<file path="config.mk">
export PLATFORM = sky130hd
export DESIGN_NAME = trap_entry_ctrl
export DESIGN_NICKNAME = d
export VERILOG_FILES = /design/src/rtl/trap_pkg.sv /design/src/rtl/trap_win_adj.sv /design/src/rtl/trap_vec_gen.sv /design/src/rtl/trap_stack.sv /design/src/rtl/trap_entry_ctrl.sv
export SDC_FILE = /design/constraint.sdc
export NUM_CORES = 2
export LEC_CHECK = 0
export BUFFER_PORTS_ARGS = -buffer_cell sky130_fd_sc_hd__buf_2
export CAP_MARGIN = 20
export CORE_ASPECT_RATIO = 1.1
export CORE_MARGIN = 4
export CORE_UTILIZATION = 60
export CTS_BUF_LIST = sky130_fd_sc_hd__clkbuf_4 sky130_fd_sc_hd__clkbuf_8
export DETAILED_ROUTE_END_ITERATION = 8
export PLACE_DENSITY = 0.83
export SETUP_SLACK_MARGIN = 0.5
export SYNTH_ARGS = -nofsm -noshare
export SYNTH_HDL_FRONTEND = slang
export SYNTH_SLANG_ARGS = --single-unit
</file>
<file path="constraint.sdc">
create_clock -name clk_i -period 2.2 [get_ports clk_i]
set_input_delay 0.33 -clock clk_i [delete_from_list [all_inputs] [get_ports clk_i]]
set_output_delay 0.33 -clock clk_i [all_outputs]
set_load 0.005 [all_outputs]
</file>
<file path="src/rtl/trap_pkg.sv">
package trap_pkg;
    localparam int PC_W     = 64;
    localparam int TT_W     = 9;
    localparam int PST_W    = 12;
    localparam int TSTATE_W = 40;

    localparam logic [PST_W-1:0] PST_SAVE_MASK = 12'hF3F;
    localparam int PST_AG   = 0;
    localparam int PST_PRIV = 2;
    localparam int PST_PEF  = 4;
    localparam int PST_RED  = 5;

    localparam logic [TT_W-1:0] TT_CLEAN_WIN = 9'h024;
    localparam logic [2:0]      GRP_SPILL    = 3'b010;
    localparam logic [2:0]      GRP_FILL     = 3'b011;

    typedef enum logic [1:0] {
        WADJ_KEEP,
        WADJ_DEC,
        WADJ_SPILL,
        WADJ_INC
    } wadj_e;

    typedef struct packed {
        logic [TSTATE_W-1:0] tstate;
        logic [PC_W-1:0]     tpc;
        logic [PC_W-1:0]     tnpc;
        logic [TT_W-1:0]     tt;
    } trap_rec_t;

    function automatic wadj_e classify_tt(logic [TT_W-1:0] tt);
        if (tt == TT_CLEAN_WIN)         return WADJ_DEC;
        else if (tt[8:6] == GRP_SPILL)  return WADJ_SPILL;
        else if (tt[8:6] == GRP_FILL)   return WADJ_INC;
        else                            return WADJ_KEEP;
    endfunction
endpackage

</file>
<file path="src/rtl/trap_win_adj.sv">
module trap_win_adj
    import trap_pkg::*;
#(
    parameter int NWIN = 8,
    localparam int CWPW = (NWIN > 1) ? $clog2(NWIN) : 1
) (
    input  logic [TT_W-1:0] tt_i,
    input  logic [CWPW-1:0] cwp_i,
    input  logic [CWPW-1:0] cansave_i,
    output logic [CWPW-1:0] cwp_o
);
    localparam bit POW2 = (NWIN == (1 << CWPW));

    wadj_e action;
    int unsigned raw;

    always_comb begin
        action = classify_tt(tt_i);
        unique case (action)
            WADJ_DEC:   raw = int'(cwp_i) + NWIN - 1;
            WADJ_SPILL: raw = int'(cwp_i) + 2 * NWIN - int'(cansave_i) - 2;
            WADJ_INC:   raw = int'(cwp_i) + 1;
            default:    raw = int'(cwp_i);
        endcase
    end

    generate
        if (POW2) begin : g_trunc
            assign cwp_o = raw[CWPW-1:0];
        end else begin : g_mod
            int unsigned wrapped;
            assign wrapped = raw % NWIN;
            assign cwp_o   = wrapped[CWPW-1:0];
        end
    endgenerate
endmodule

</file>
<file path="src/rtl/trap_vec_gen.sv">
module trap_vec_gen
    import trap_pkg::*;
#(
    parameter int TLW = 3
) (
    input  logic [PC_W-1:0] tba_i,
    input  logic [TT_W-1:0] tt_i,
    input  logic [TLW-1:0]  tl_i,
    output logic [PC_W-1:0] pc_o,
    output logic [PC_W-1:0] npc_o
);
    logic nested;

    always_comb begin
        nested = (tl_i > TLW'(1));
        pc_o   = {tba_i[PC_W-1:15], nested, tt_i, 5'b0};
        npc_o  = pc_o + PC_W'(4);
    end
endmodule

</file>
<file path="src/rtl/trap_stack.sv">
module trap_stack
    import trap_pkg::*;
#(
    parameter int DEPTH = 5,
    parameter int AW    = 3
) (
    input  logic      clk_i,
    input  logic      rst_ni,
    input  logic      wr_en_i,
    input  logic [AW-1:0] wr_idx_i,
    input  trap_rec_t wr_rec_i,
    input  logic [AW-1:0] rd_idx_i,
    output trap_rec_t rd_rec_o
);
    trap_rec_t stk_d [DEPTH];
    trap_rec_t stk_q [DEPTH];

    always_comb begin
        for (int i = 0; i < DEPTH; i++) begin
            stk_d[i] = stk_q[i];
            if (wr_en_i && (wr_idx_i == AW'(i))) stk_d[i] = wr_rec_i;
        end
        rd_rec_o = '0;
        for (int i = 0; i < DEPTH; i++) begin
            if (rd_idx_i == AW'(i)) rd_rec_o = stk_q[i];
        end
    end

    always_ff @(posedge clk_i) begin
        for (int i = 0; i < DEPTH; i++) begin
            if (!rst_ni) stk_q[i] <= '0;
            else         stk_q[i] <= stk_d[i];
        end
    end
endmodule

</file>
<file path="src/rtl/trap_entry_ctrl.sv">
module trap_entry_ctrl
    import trap_pkg::*;
#(
    parameter int NWIN  = 8,
    parameter int MAXTL = 5,
    localparam int CWPW = (NWIN > 1) ? $clog2(NWIN) : 1,
    localparam int TLW  = $clog2(MAXTL + 1)
) (
    input  logic            clk_i,
    input  logic            rst_ni,
    input  logic            req_i,
    input  logic [8:0]      tt_i,
    input  logic [63:0]     pc_i,
    input  logic [63:0]     npc_i,
    input  logic [7:0]      ccr_i,
    input  logic [7:0]      asi_i,
    input  logic [11:0]     pstate_i,
    input  logic [CWPW-1:0] cwp_i,
    input  logic [CWPW-1:0] cansave_i,
    input  logic [TLW-1:0]  tl_i,
    input  logic [63:0]     tba_i,
    input  logic [TLW-1:0]  rd_lvl_i,
    output logic            done_o,
    output logic            err_o,
    output logic [63:0]     pc_o,
    output logic [63:0]     npc_o,
    output logic [11:0]     pstate_o,
    output logic [CWPW-1:0] cwp_o,
    output logic [TLW-1:0]  tl_o,
    output logic [39:0]     rd_tstate_o,
    output logic [63:0]     rd_tpc_o,
    output logic [63:0]     rd_tnpc_o,
    output logic [8:0]      rd_tt_o
);
    typedef struct packed {
        logic              done;
        logic              err;
        logic [PC_W-1:0]   pc;
        logic [PC_W-1:0]   npc;
        logic [PST_W-1:0]  pstate;
        logic [CWPW-1:0]   cwp;
        logic [TLW-1:0]    tl;
    } regs_t;

    regs_t st_d, st_q;

    logic            take, fatal, wr_en;
    logic [CWPW-1:0] cwp_new;
    logic [PC_W-1:0] vec_pc, vec_npc;
    trap_rec_t       wr_rec, rd_rec;

    trap_win_adj #(.NWIN(NWIN)) win_i (
        .tt_i      (tt_i),
        .cwp_i     (cwp_i),
        .cansave_i (cansave_i),
        .cwp_o     (cwp_new)
    );

    trap_vec_gen #(.TLW(TLW)) vec_i (
        .tba_i (tba_i),
        .tt_i  (tt_i),
        .tl_i  (tl_i),
        .pc_o  (vec_pc),
        .npc_o (vec_npc)
    );

    trap_stack #(.DEPTH(MAXTL), .AW(TLW)) stk_i (
        .clk_i    (clk_i),
        .rst_ni   (rst_ni),
        .wr_en_i  (wr_en),
        .wr_idx_i (tl_i),
        .wr_rec_i (wr_rec),
        .rd_idx_i (rd_lvl_i),
        .rd_rec_o (rd_rec)
    );

    always_comb begin
        st_d      = st_q;
        st_d.done = 1'b0;
        take      = req_i && !st_q.done && !st_q.err;
        fatal     = take && (tl_i >= TLW'(MAXTL));
        wr_en     = take && !fatal;

        wr_rec              = '0;
        wr_rec.tstate[39:32] = ccr_i;
        wr_rec.tstate[31:24] = asi_i;
        wr_rec.tstate[19:8]  = pstate_i & PST_SAVE_MASK;
        wr_rec.tstate[CWPW-1:0] = cwp_i;
        wr_rec.tpc  = pc_i;
        wr_rec.tnpc = npc_i;
        wr_rec.tt   = tt_i;

        if (fatal) begin
            st_d.err = 1'b1;
        end else if (take) begin
            st_d.done   = 1'b1;
            st_d.pc     = vec_pc;
            st_d.npc    = vec_npc;
            st_d.cwp    = cwp_new;
            st_d.pstate = pstate_i;
            st_d.pstate[PST_AG]   = 1'b1;
            st_d.pstate[PST_PRIV] = 1'b1;
            st_d.pstate[PST_PEF]  = 1'b1;
            if (tl_i >= TLW'(MAXTL - 1)) st_d.pstate[PST_RED] = 1'b1;
            st_d.tl = tl_i + TLW'(1);
        end
    end

    always_ff @(posedge clk_i) begin
        if (!rst_ni) st_q <= '0;
        else         st_q <= st_d;
    end

    assign done_o      = st_q.done;
    assign err_o       = st_q.err;
    assign pc_o        = st_q.pc;
    assign npc_o       = st_q.npc;
    assign pstate_o    = st_q.pstate;
    assign cwp_o       = st_q.cwp;
    assign tl_o        = st_q.tl;
    assign rd_tstate_o = rd_rec.tstate;
    assign rd_tpc_o    = rd_rec.tpc;
    assign rd_tnpc_o   = rd_rec.tnpc;
    assign rd_tt_o     = rd_rec.tt;
endmodule

</file>
==> results.txt <==
* Count of buffering cells on the critical path with inverters included: 1
- PwrDens: 676.7 mW/mm2
- Clock latency on the worst-skew pair, taken at its later pin, is 820 ps.
- Counting instances, the worst hold path has a depth of 4.
- Counting instances in the post-synthesis netlist gives the leading cell types as sky130_fd_sc_hd__nand2_1, sky130_fd_sc_hd__dfxtp_1, sky130_fd_sc_hd__a21boi_1.
* Number of levels in the clock H-tree: 4
* Arrival time at the worst endpoint: 2090 ps
* VDD IR-drop max: 0.5476 mV
- For this run the aggregate overflow at the end of global routing stands at 0.
* Setup TNS Final: -5455 ps
* Switching power as a share of total power: 26.41%
- In this run the tightest slew margin relative to its limit is 54.14%.
* Fin Clk Skew: 60.43 ps
* Num CTS Buffers: 149
* X dimension of the die: 259.4 um
* Clock tree from TritonCTS: done
- Post-layout util: 78.80%
* Post-route antenna net violation count: 0
- Walking the worst path, the cells encountered are mux2i_1 > o2bb2ai_1 > a22oi_1 > o22ai_1 > buf_2.
- The first global-routing pass estimated 227500 um of wire.
* Clock network fraction of total power: 41.8%
* Power share of the combinational group: 11.8%
- Cells with a size suffix above 1 make up 26.61% of the layout.
- Counting every sink on the clock net gives 907.
- The final count of pins violating max slew was 0.
- Psw: 9716 uW
- Largest net degree at the start of global routing: 123
- Worst reg2reg path depth: 7
- Post-synth top flop: sky130_fd_sc_hd__dfxtp_1
- The tightest min-delay check is of the input pin to flop type.
* Number of synthesized flops with an enable pin: 0
* Actual slew at the worst max-slew pin: 687.9 ps
* Layout overhead on the synthesized area: 30.31%
- In this run the most critical hold path is launched from tl_i[1].
- The multi-input combinational cells in the finished layout cover a total of 0.02210 mm2.
- After detailed routing, the number of remaining DRC violations is 8.
- The run finished, with violations left.
- Global routing used 38.25% of the available tracks across all layers.
* Gate Count Post-Synth: 5067
- Setup repair after global routing could not meet its margin everywhere.
- Die boundary height: 284.6 um
* Storage cell area: 0.01847 mm2
- For this run, the detailed router's first-pass iteration total came to 9.
- Total of flip-flops plus latches after synthesis: 907
* Reg-to-Reg End: stk_i.stk_q[0][11]
- Average footprint of a synthesized cell: 8.235 um2
- For flop-to-flop paths, the worst setup slack is 270 ps.
- Post-Place Worst Slack: 20.90 ps
* Maximum capacitance violations: 0
* Starting utilization of the core area: 60.47%
* Port Buffers: 533
- Final setup violation count: 72
- Post-detailed-route wirelength per cell: 24.29 um
- RD Place Congestion: 0.9879
* End of the worst hold path: pc_o[14]
- The checks that failed: design-rule violations, negative setup slack.
- Number of top-level pins: 569
- The longest clock path from root to sink contains 3 buffers.
* Area of the placeable core: 0.06900 mm2
- The worst path uses 109.9% of the clock period.
- Final min period: 2418 ps
* Maximum clock frequency: 413.6 MHz
- Kind of start point of the critical path: flop
* Proportion of power drawn by flip-flops and latches: 46.3%
* Number of antenna violations at the first check in global routing: 18
* Sequential fraction of the synthesis area: 43.52%
- The final layout contains routed wiring with a total length of 164100 um.
* Count of nets after finishing: 5965
- Among all cell types in the netlist, the one instantiated most often is sky130_fd_sc_hd__nand2_1.
- Cell area after synthesis: 0.04173 mm2
- The root buffer cell chosen for the clock tree is sky130_fd_sc_hd__clkbuf_8.
- The largest total area in the synthesized netlist belongs to sky130_fd_sc_hd__dfxtp_1.
* Worst path top cell family by delay: compound AO/OA/AOI/OAI gates
- Sorting the synthesized cells by area gives the leading types as sky130_fd_sc_hd__dfxtp_1, sky130_fd_sc_hd__nand2_1, sky130_fd_sc_hd__a21boi_1.
* Internal power of the cells: 27080 uW
- The number of global-route vias before repair came to 41126.
- Startpoint of the worst register-to-register path: err_o
* Worst setup path class: flop to output port
- The largest individual stage delay along the critical path comes from the cell sky130_fd_sc_hd__dfxtp_1.
* Count of distinct cell types in the synthesized netlist: 43
- Once routing completed, OpenROAD measured the worst setup slack at -218.0 ps.
* Nature of the critical path endpoint: output port
- The die covers 0.07383 mm2.
- Using the TritonRoute via totals, the vias-per-cell ratio works out to 6.471.
- Final-layout fill cell count: 4117
- Crit-path max cell delay: 330 ps
- YS warnings: 0
* Leak Pwr: 0.02008 uW
* Final hold violation count: 0
* Via count: 43726
- Data required, critical path: 1870 ps
- After floorplanning, the core was divided into 101 placement rows.
- After synthesis, the largest area contributor takes up 43.52% of total cell area.
- Along the worst path, the maximum fanout reaches 2.
* Violation count after the first detailed-route iteration: 6148
- DPL Wire Length: 82000 um
- After synthesis, the share of flip-flops with an asynchronous set or reset is 0%.
* Clock transition at the register clock pins on the worst setup and hold paths after CTS: 60 ps
-- cell families after synthesis --
| group | share of synthesized area (%) |
|---|---|
| simple gates | 16.65 |
| other cells | 0.008987 |
| mux | 4.030 |
| flops | 43.52 |
| compound gates | 28.43 |
| xor+xnor | 0.1050 |
| fa+ha+maj | 0.2999 |
| buf+inv | 6.957 |
-- area by class of cell --
type / count / area share, %
tap: 927 / 2.133
timing repair buffer: 1031 / 17.46
sequential: 907 / 33.97
inverter: 10 / 0.08744
multi-input combinational: 3612 / 40.65
clock inverter: 19 / 0.2899
clock buffer: 235 / 5.339
antenna: 16 / 0.07364
-- per-layer routing --
metal / part of all wire, % / wire length [um] / track usage, %
met3: 13 / 21080 / 9.186
met2: 45 / 73190 / 61.49
met5: 0.026 / 43 / 0
met1: 35 / 57570 / 46.62
met4: 7.4 / 12220 / 22.70
-- layout by cell type, fill, tap and decap left out, drive strengths merged, types with 10 or more instances in the layout --
| cell type | netlist | layout |
|---|---|---|
| clkbuf | 283 | 267 |
| dfxtp | 907 | 907 |
| a22oi | 332 | 332 |
| clkinv | 0 | 10 |
| a21boi | 898 | 898 |
| ha | 10 | 10 |
| conb | 1 | 20 |
| nand2 | 1801 | 1801 |
| mux2i | 168 | 168 |
| inv | 10 | 13 |
| buf | 274 | 769 |
| o2bb2ai | 166 | 166 |
| o22ai | 166 | 166 |
| dlygate4sd3 | 0 | 222 |
| diode | 0 | 16 |
-- worst reg2reg max path, delay by kind of cell, from the launching register on --
| kind | cells | cell delay [ps] |
|---|---|---|
| AOI/OAI and AO/OA | 1 | 190 |
| and+or+nand+nor | 3 | 630 |
| DFF | 1 | 370 |
| buffers and inverters | 3 | 650 |
-- how the worst max path moves through the flow --
stage | slack [ps] | start | cells after the start | end
after floorplan | 490 | rd_lvl_i[1] | 7 | rd_tnpc_o[57]
after global placement | 40 | rd_lvl_i[1] | 8 | rd_tnpc_o[27]
after detailed placement | 20 | rd_lvl_i[1] | 8 | rd_tnpc_o[30]
after CTS | -160 | stk_i.stk_q[0][1] | 6 | rd_tt_o[1]
after global routing | -300 | stk_i.stk_q[2][30] | 5 | rd_tnpc_o[21]
final | -220 | stk_i.stk_q[0][30] | 5 | rd_tnpc_o[21]
-- timing repair --
action | 4_1_cts | 5_1_grt
resized for setup | 295 | 264
endpoints found under the hold margin | 897 | 0
pin swaps | 224 | 117
hold buffers | 222 | 0
buffers inserted | 20 | 29
gates cloned | 12 | 39
setup endpoints to repair | 678 | 966
-- sequential cells by signal (all words and copies together), names as in the netlist --
register,count
pstate_o,10
err_o,1
done_o,1
npc_o,1
tl_o,3
cwp_o,3
stk_i.stk_q,830
pc_o,58
-- power groups by stage --
stage,Combinational (uW),Sequential [uW],Clock [uW]
after global placement,3280,17300,0
after detailed placement,3330,17300,0
after global routing,4510,17100,16200
final,4350,17000,15400
after CTS,3830,17000,15300
after floorplan,1930,17300,0
-- per-stage QoR --
| step | hold WS, ps | total power (uW) | instance area, um2 | instances |
|---|---|---|---|---|
| 6_report | 156.7 | 36790 | 54370 | 6757 |
| 3_3_place_gp | 439.2 | 20620 | 45450 | 6165 |
| 2_1_floorplan | 434.4 | 19240 | 41950 | 5086 |
| 5_1_grt | 111.8 | 37750 | 54350 | 6747 |
| 4_1_cts | 50.22 | 36190 | 52060 | 6673 |
| 3_5_place_dp | 444.2 | 20680 | 45450 | 6165 |
(Power assumes the default switching activity.)
